## config.mk

```make
export PLATFORM = sky130hd
export DESIGN_NAME = idx_agen
export DESIGN_NICKNAME = d
export VERILOG_FILES = /design/src/rtl/idx_agen_pkg.sv /design/src/rtl/idx_decode.sv /design/src/rtl/idx_ptr_fetch.sv /design/src/rtl/idx_agen.sv
export SDC_FILE = /design/constraint.sdc
export NUM_CORES = 1
export LEC_CHECK = 0
export ABC_CLOCK_PERIOD_IN_PS = 4200
export BUFFER_PORTS_ARGS = -buffer_cell sky130_fd_sc_hd__buf_4
export CAP_MARGIN = 10
export CORE_MARGIN = 10
export CORE_UTILIZATION = 50
export CTS_CLUSTER_SIZE = 8
export DETAILED_ROUTE_END_ITERATION = 8
export GPL_ROUTABILITY_DRIVEN = 0
export PLACE_DENSITY = 0.87
export SKIP_CTS_REPAIR_TIMING = 1
export SLEW_MARGIN = 20
export SYNTH_ARGS = -nofsm -noshare
export SYNTH_HDL_FRONTEND = slang
export SYNTH_HIERARCHICAL = 1
export SYNTH_SLANG_ARGS = --single-unit
export TNS_END_PERCENT = 50
```

## constraint.sdc

```tcl
create_clock -name clk -period 4.2 [get_ports clk]
set_input_delay 0.42 -clock clk [delete_from_list [all_inputs] [get_ports clk]]
set_output_delay 0.42 -clock clk [all_outputs]
set_load 0.005 [all_outputs]
```

## src/rtl/idx_agen_pkg.sv

```systemverilog
package idx_agen_pkg;
  localparam int BYTE_W  = 8;
  localparam int ADDR_W  = 2 * BYTE_W;
  localparam int RSEL_W  = 2;
  localparam int EXTRA_W = 2;

  typedef enum logic [2:0] {
    AM_CONST5, AM_AUTO, AM_OFF9, AM_OFF16, AM_IND16, AM_ACC, AM_ACCIND
  } amode_e;

  typedef struct packed {
    amode_e              mode;
    logic [RSEL_W-1:0]   rsel;
    logic [ADDR_W-1:0]   offset;
    logic                post;
    logic                indirect;
    logic                writeback;
    logic                guarded;
    logic [EXTRA_W-1:0]  extra;
  } dec_t;
endpackage

```

## src/rtl/idx_decode.sv

```systemverilog
module idx_decode
  import idx_agen_pkg::*;
(
  input  logic [BYTE_W-1:0] pb,
  input  logic [BYTE_W-1:0] e0,
  input  logic [BYTE_W-1:0] e1,
  input  logic [BYTE_W-1:0] a,
  input  logic [BYTE_W-1:0] b,
  output dec_t              d
);
  localparam int CW = 5;
  localparam int SW = 4;

  always_comb begin
    d = '0;
    d.mode = AM_CONST5;
    d.rsel = pb[7:6];
    if (!pb[5]) begin
      d.mode   = AM_CONST5;
      d.offset = {{(ADDR_W-CW){pb[4]}}, pb[CW-1:0]};
    end else if (pb[7:6] != 2'b11) begin
      d.mode      = AM_AUTO;
      d.post      = pb[4];
      d.writeback = 1'b1;
      if (pb[3])
        d.offset = {{(ADDR_W-SW){1'b1}}, pb[SW-1:0]};
      else
        d.offset = {{(ADDR_W-SW){1'b0}}, pb[SW-1:0]} + 1'b1;
    end else begin
      d.rsel = pb[4:3];
      if (pb[2:0] == 3'b011) begin
        d.mode     = AM_IND16;
        d.offset   = {e0, e1};
        d.indirect = 1'b1;
        d.guarded  = 1'b1;
        d.extra    = 1;
      end else if (!pb[2]) begin
        d.guarded = 1'b1;
        d.extra   = 1;
        if (pb[1]) begin
          d.mode   = AM_OFF16;
          d.offset = {e0, e1};
        end else begin
          d.mode   = AM_OFF9;
          d.offset = {{(ADDR_W-BYTE_W){pb[0]}}, e0};
        end
      end else begin
        case (pb[1:0])
          2'b00:   begin d.mode = AM_ACC; d.offset = {{(ADDR_W-BYTE_W){1'b0}}, a}; end
          2'b01:   begin d.mode = AM_ACC; d.offset = {{(ADDR_W-BYTE_W){1'b0}}, b}; end
          2'b10:   begin d.mode = AM_ACC; d.offset = {a, b}; end
          default: begin
            d.mode     = AM_ACCIND;
            d.offset   = {a, b};
            d.indirect = 1'b1;
            d.guarded  = 1'b1;
            d.extra    = 1;
          end
        endcase
      end
    end
  end
endmodule

```

## src/rtl/idx_ptr_fetch.sv

```systemverilog
module idx_ptr_fetch
  import idx_agen_pkg::*;
(
  input  logic              clk,
  input  logic              rst,
  input  logic              go,
  input  logic [ADDR_W-1:0] go_addr,
  input  logic              rd_ack,
  input  logic [BYTE_W-1:0] rd_data,
  output logic              rd_req,
  output logic [ADDR_W-1:0] rd_addr,
  output logic              last_beat,
  output logic [ADDR_W-1:0] word
);
  logic              low_phase;
  logic [BYTE_W-1:0] hi_byte;

  assign last_beat = rd_req && rd_ack && low_phase;
  assign word      = {hi_byte, rd_data};

  always_ff @(posedge clk) begin
    if (rst) begin
      rd_req    <= 1'b0;
      rd_addr   <= '0;
      low_phase <= 1'b0;
      hi_byte   <= '0;
    end else if (go && !rd_req) begin
      rd_req    <= 1'b1;
      rd_addr   <= go_addr;
      low_phase <= 1'b0;
    end else if (rd_req && rd_ack) begin
      if (!low_phase) begin
        hi_byte   <= rd_data;
        rd_addr   <= rd_addr + 1'b1;
        low_phase <= 1'b1;
      end else begin
        rd_req    <= 1'b0;
        low_phase <= 1'b0;
      end
    end
  end
endmodule

```

## src/rtl/idx_agen.sv

```systemverilog
module idx_agen
  import idx_agen_pkg::*;
(
  input  logic               clk,
  input  logic               rst,
  input  logic               start,
  input  logic [BYTE_W-1:0]  postbyte,
  input  logic [BYTE_W-1:0]  ext0,
  input  logic [BYTE_W-1:0]  ext1,
  input  logic               restrict_mode,
  input  logic [ADDR_W-1:0]  x_reg,
  input  logic [ADDR_W-1:0]  y_reg,
  input  logic [ADDR_W-1:0]  sp_reg,
  input  logic [ADDR_W-1:0]  pc_reg,
  input  logic [BYTE_W-1:0]  acc_a,
  input  logic [BYTE_W-1:0]  acc_b,
  output logic               rd_req,
  output logic [ADDR_W-1:0]  rd_addr,
  input  logic               rd_ack,
  input  logic [BYTE_W-1:0]  rd_data,
  output logic               done,
  output logic [ADDR_W-1:0]  ea,
  output logic               reject,
  output logic [EXTRA_W-1:0] extra_cycles,
  output logic               wb_en,
  output logic [RSEL_W-1:0]  wb_sel,
  output logic [ADDR_W-1:0]  wb_val
);
  dec_t              dec;
  logic [ADDR_W-1:0] base;
  logic [ADDR_W-1:0] sum;
  logic              accept;
  logic              refuse;
  logic              fetch_go;
  logic              last_beat;
  logic [ADDR_W-1:0] ptr_word;

  idx_decode u_dec (
    .pb(postbyte), .e0(ext0), .e1(ext1), .a(acc_a), .b(acc_b), .d(dec)
  );

  always_comb begin
    case (dec.rsel)
      2'd0:    base = x_reg;
      2'd1:    base = y_reg;
      2'd2:    base = sp_reg;
      default: base = pc_reg;
    endcase
  end

  assign sum      = base + dec.offset;
  assign accept   = start && !rd_req;
  assign refuse   = restrict_mode && dec.guarded;
  assign fetch_go = accept && !refuse && dec.indirect;

  idx_ptr_fetch u_fetch (
    .clk(clk), .rst(rst), .go(fetch_go), .go_addr(sum),
    .rd_ack(rd_ack), .rd_data(rd_data), .rd_req(rd_req), .rd_addr(rd_addr),
    .last_beat(last_beat), .word(ptr_word)
  );

  always_ff @(posedge clk) begin
    if (rst) begin
      done         <= 1'b0;
      ea           <= '0;
      reject       <= 1'b0;
      extra_cycles <= '0;
      wb_en        <= 1'b0;
      wb_sel       <= '0;
      wb_val       <= '0;
    end else begin
      done  <= 1'b0;
      wb_en <= 1'b0;
      if (last_beat) begin
        done         <= 1'b1;
        ea           <= ptr_word;
        reject       <= 1'b0;
        extra_cycles <= 1;
      end else if (accept && refuse) begin
        done         <= 1'b1;
        ea           <= '0;
        reject       <= 1'b1;
        extra_cycles <= '0;
      end else if (accept && !dec.indirect) begin
        done         <= 1'b1;
        reject       <= 1'b0;
        extra_cycles <= dec.extra;
        ea           <= (dec.writeback && dec.post) ? base : sum;
        wb_en        <= dec.writeback;
        wb_sel       <= dec.rsel;
        wb_val       <= sum;
      end
    end
  end
endmodule

```

==> flow_metrics.env, run 1 <==
export IMPL_worst_pin_slew_ns=0.923
export IMPL_clkTransAtPathRegs_ns=0.07
export IMPL_grt_start_max_net_pins=70
export IMPL_final_nets=897
export IMPL_first_global_vias=5445
export IMPL_rows=37
export IMPL_placed_cells=879
export IMPL_final_cells=895
export IMPL_drc=0
export IMPL_cts_tree="yes"
export IMPL_crit_type="in -> reg"
export IMPL_status="completed"
export IMPL_dp_slack_ns=0.123
export IMPL_finalWorstSetupSlack_ns=0.300
export IMPL_min_period_ns=3.90
export IMPL_port_buffers=172
export IMPL_cts_root_buf="clkbuf_8"
export IMPL_cts_inserted_buffers=9
export IMPL_num_vias=5661
export IMPL_dr_pass1_iters=8
export IMPL_ant_nets=0
export IMPL_clock_path_buffers=2
export IMPL_grt_pass1_wl_um=28000
export IMPL_start_kind="input pin"
export IMPL_syn_area_per_cell_um2=8.51
export IMPL_post_route_util=0.651
export IMPL_area_growth_pct=27.6
export IMPL_antennaDiodeCount=0
export IMPL_synth_area_um2=5240
export IMPL_p_per_area_nw_per_um2=330
export IMPL_clock_sinks=65
export IMPL_wl_per_cell_um=20.8
export IMPL_drt_iter0_markers=807
export IMPL_tns_ns=0
export IMPL_final_area_um2=6690
export IMPL_die_y_um=122
export IMPL_min_path_type="in -> reg"
export IMPL_slew_headroom=0.385
export IMPL_rsz0062_at_grt="false"
export IMPL_drt_total_wl_um=18700
export IMPL_arrival_ns=4.09
export IMPL_syn_num_nets=759
export IMPL_path_max_fanout=15
export IMPL_gr_total_overflow=0
export IMPL_worst_clock_skew_ns=0.00689
export IMPL_grt_usage=0.232
export IMPL_antenna_found_initial=0
export IMPL_drive_above_1_share=0.332
export IMPL_fmax_ghz=0.256
export IMPL_place_hpwl_um=14800
export IMPL_max_vdd_ir_drop_v=0.000223
export IMPL_core_um2=10300
export IMPL_drv_slew=0
export IMPL_hold_viol=0
export IMPL_syn_inst=616
export IMPL_hold_ws_ns=0.335
export IMPL_power_mw=2.20
export IMPL_cp_required_ns=4.39
export IMPL_insertion_delay_ns=0.35
export IMPL_h_tree_depth=3
export IMPL_finalSetupViolations=0
export IMPL_leakage_nw=2.87
export IMPL_synth_warnings=6
export IMPL_initial_core_util=0.510
export IMPL_via_per_inst=6.33
export IMPL_worst_setup_path_end_kind="flop"
export IMPL_ios=173
export IMPL_maxCapViolations=0
export IMPL_dieArea_um2=15000
export IMPL_post_route_period_util=0.929
export IMPL_chipWidth_um=122
export IMPL_place_area_um2=6480
where the power goes:
| group | internal (mW) | switching [mW] |
|---|---|---|
| Sequential | 0.676 | 0.0414 |
| Clock | 0.291 | 0.257 |
| Combinational | 0.418 | 0.521 |
routing by layer:
layer	vias up	global-route usage	share of wire
met4	0	0.0810	0.037
li1	2568	-	-
met3	80	0.0753	0.12
met1	2625	0.283	0.38
met5	-	0	0
met2	388	0.376	0.46
worst max-delay path, stage by stage:
cell and delay (ns):
buf_4 0.15, ha_1 0.18, ha_1 0.56, inv_2 0.18
o21ai_1 0.26, a32oi_1 0.11, o211ai_1 0.30, inv_1 0.11
fa_1 0.46, nand2b_1 0.19, a21oi_2 0.27, o2111ai_2 0.22
o221a_1 0.31, nand2_1 0.11, inv_1 0.05, nor2_1 0.12
a311oi_1 0.08
state kept, by name (all words and copies together) (netlist names):
signal / count
done: 1
ea: 16
extra_cycles: 2
reject: 1
u_fetch/hi_byte: 8
u_fetch/low_phase: 1
u_fetch/rd_addr: 16
u_fetch/rd_req: 1
wb_en: 1
wb_sel: 2
wb_val: 16
layout by cell type (no fill, tap or decap), drive strengths merged, types with 9 or more instances in the layout:
cell / n
nand2b: 9
nand2: 79
mux4: 16
o22ai: 12
nor3: 10
a211oi: 15
nand3: 14
ha: 25
dfxtp: 65
xnor2: 18
mux2i: 13
o21ai: 20
buf: 177
clkbuf: 10
a21oi: 45
a22oi: 15
o211ai: 10
nor4: 9
and3: 9
nor2: 51
a32oi: 12
a221o: 9
inv: 25
final timing paths:
path	from	slack (ns)	cells after the start	to
max	postbyte[0]	0.30	17	u_fetch/rd_addr[14]$_SDFFE_PP0P_
min	rd_data[5]	0.34	3	u_fetch/hi_byte[5]$_SDFFE_PP0P_
max reg2reg	u_fetch/rd_req$_SDFFE_PP0P_	1.84	8	ea[11]$_SDFFE_PP0P_
min reg2reg	wb_sel[1]$_SDFFE_PP0P_	0.46	2	wb_sel[1]$_SDFFE_PP0P_
cell type report:
class                   count  area, µm²
flip-flops and latches     65       1300
clock inverters             6       67.6
fillers                   819       3590
repair buffers            177       1340
well taps                 136        170
inverters                  25       93.8
multi-input cells         476       3570
clock buffers              10        138
Power figures use the tool's default switching activity.
==> inputs of run 2 (changes only) <==
Settings changed: REMOVE_ABC_BUFFERS set to 1.
==> run 2 against run 1 <==
Core utilization decreased by 0.27 points. Setup slack improved by 0.29 ns. Clock-buffer cell count increased by 4. Via count decreased by 1.2%. Clock power decreased by 16%. Sequential power about the same. Routed wire length decreased by 4.4%. Sequential share of layout area increased by 0.080 points. First-iteration DRC count decreased by 25%. Global-route usage decreased by 0.62 points. Critical path type unchanged. Largest cell class unchanged. Largest power group unchanged. Highest routed layer unchanged.
==> flow_metrics.env, run 2 (same netlist as run 1, synthesis figures left out) <==
export IMPL_status="completed"
export IMPL_path_max_fanout=10
export IMPL_final_area_um2=6660
export IMPL_p_comb_frac=0.433
export IMPL_ios=173
export IMPL_drive_above_1_share=0.328
export IMPL_final_cell_mix="buf_4, nand2_1, dfxtp_1"
export IMPL_fill_cells=842
export IMPL_cts_root_buf="clkbuf_8"
export IMPL_initial_core_util=0.510
export IMPL_met2_usage=0.368
export IMPL_grt_pass1_wl_um=27300
export IMPL_core_um2=10300
export IMPL_port_buffers=172
export IMPL_finalWorstSetupSlack_ns=0.593
export IMPL_cts_inserted_buffers=9
export IMPL_grt_start_max_net_pins=70
export IMPL_area_growth_pct=27.0
export IMPL_chipWidth_um=122
export IMPL_cts_tree="yes"
export IMPL_antenna_found_initial=0
export IMPL_final_nets=899
export IMPL_cp_required_ns=4.44
export IMPL_arrival_ns=3.84
export IMPL_min_path_type="in -> reg"
export IMPL_fmax_ghz=0.277
export IMPL_place_hpwl_um=14400
export IMPL_hold_viol=0
export IMPL_clkTransAtPathRegs_ns=0.07
export IMPL_num_vias=5592
export IMPL_slew_headroom=0.354
export IMPL_drv_slew=0
export IMPL_h_tree_depth=3
export IMPL_max_vdd_ir_drop_v=0.000231
export IMPL_worst_pin_slew_ns=0.954
export IMPL_dieArea_um2=15000
export IMPL_drt_total_wl_um=17800
export IMPL_drc=0
export IMPL_min_period_ns=3.61
export IMPL_p_sw_mw=0.750
export IMPL_gr_usage_met3=0.0707
export IMPL_rsz0062_at_grt="false"
export IMPL_p_seq_frac=0.345
export IMPL_finalSetupViolations=0
export IMPL_p_per_area_nw_per_um2=313
export IMPL_worstHoldStart="rd_data[3]"
export IMPL_dr_pass1_iters=6
export IMPL_busiest_layer="met2"
export IMPL_final_common_cell="buf_4"
export IMPL_dp_slack_ns=0.330
export IMPL_startpoint="postbyte[0]"
export IMPL_die_y_um=122
export IMPL_worst_clock_skew_ns=0.0106
export IMPL_internal_power_mw=1.34
export IMPL_rows=37
export IMPL_grtUsageMet1=0.263
export IMPL_placed_cells=881
export IMPL_clock_sinks=65
export IMPL_final_cells=895
export IMPL_post_route_period_util=0.859
export IMPL_clock_path_buffers=2
export IMPL_power_share_switching=0.360
export IMPL_first_global_vias=5515
export IMPL_antennaDiodeCount=0
export IMPL_power_frac_clock=0.222
export IMPL_maxCapViolations=0
export IMPL_worst_setup_path_end_kind="flop"
export IMPL_place_area_um2=6500
export IMPL_top_regs="ea x16, u_fetch/rd_addr x16, wb_val x16"
export IMPL_hold_ws_ns=0.354
export IMPL_via_per_inst=6.25
export IMPL_crit_type="in -> reg"
export IMPL_leakage_nw=2.86
export IMPL_drt_iter0_markers=609
export IMPL_grt_usage=0.226
export IMPL_start_kind="input pin"
export IMPL_gr_total_overflow=0
export IMPL_r2r_start="u_fetch/rd_req$_SDFFE_PP0P_"
export IMPL_wl_per_cell_um=19.9
export IMPL_insertion_delay_ns=0.34
export IMPL_ant_nets=0
export IMPL_post_route_util=0.648
-- run 2: layout make-up --
class	count	area (µm²)	area share
clock buffers	14	163	0.0244
flip-flops and latches	65	1300	0.195
multi-input cells	476	3570	0.537
well taps	136	170	0.0256
inverters	25	93.8	0.0141
repair buffers	179	1360	0.204
-- run 2: critical path, cell delays in order --
cell and delay (ns):
buf_4 0.16, ha_1 0.22, ha_1 0.30, inv_2 0.15, o21ai_1 0.15, a32o_1 0.28, a221o_1 0.39, ha_1 0.34
a21oi_1 0.31, o211ai_4 0.16, a21oi_4 0.23, a21oi_4 0.09, xnor2_2 0.22, inv_1 0.06, nor3b_1 0.14, a21oi_1 0.16
nand2_1 0.06
-- run 2: power by group through the flow --
stage	logic [mW]	registers [mW]	clock network, mW
global placement	0.866	0.729	0
floorplan	0.531	0.726	0
CTS	0.893	0.718	0.465
detailed placement	0.887	0.732	0
finish	0.904	0.719	0.463
global route	0.974	0.725	0.489
-- run 2: final timing paths --
kind	to	slack [ns]	cells past startpoint
max	u_fetch/rd_addr[13]$_SDFFE_PP0P_	0.59	17
min	u_fetch/hi_byte[3]$_SDFFE_PP0P_	0.35	3
max reg2reg	wb_val[15]$_SDFFE_PP0P_	1.91	7
min reg2reg	wb_val[6]$_SDFFE_PP0P_	0.46	2
-- run 2: through the flow --
stage	setup TNS (ns)	power [mW]
finish	0	2.09
global route	0	2.19
CTS	0	2.08
detailed placement	0	1.62
global placement	0	1.60
floorplan	-24.93	1.26
-- run 2: per-layer routing --
layer  wire length, µm  vias up  share of wire
met5                 0        -              0
met4               682        0          0.038
met3              2020       64           0.11
met2              8270      368           0.46
met1              6850     2595           0.38
li1                  -     2565              -
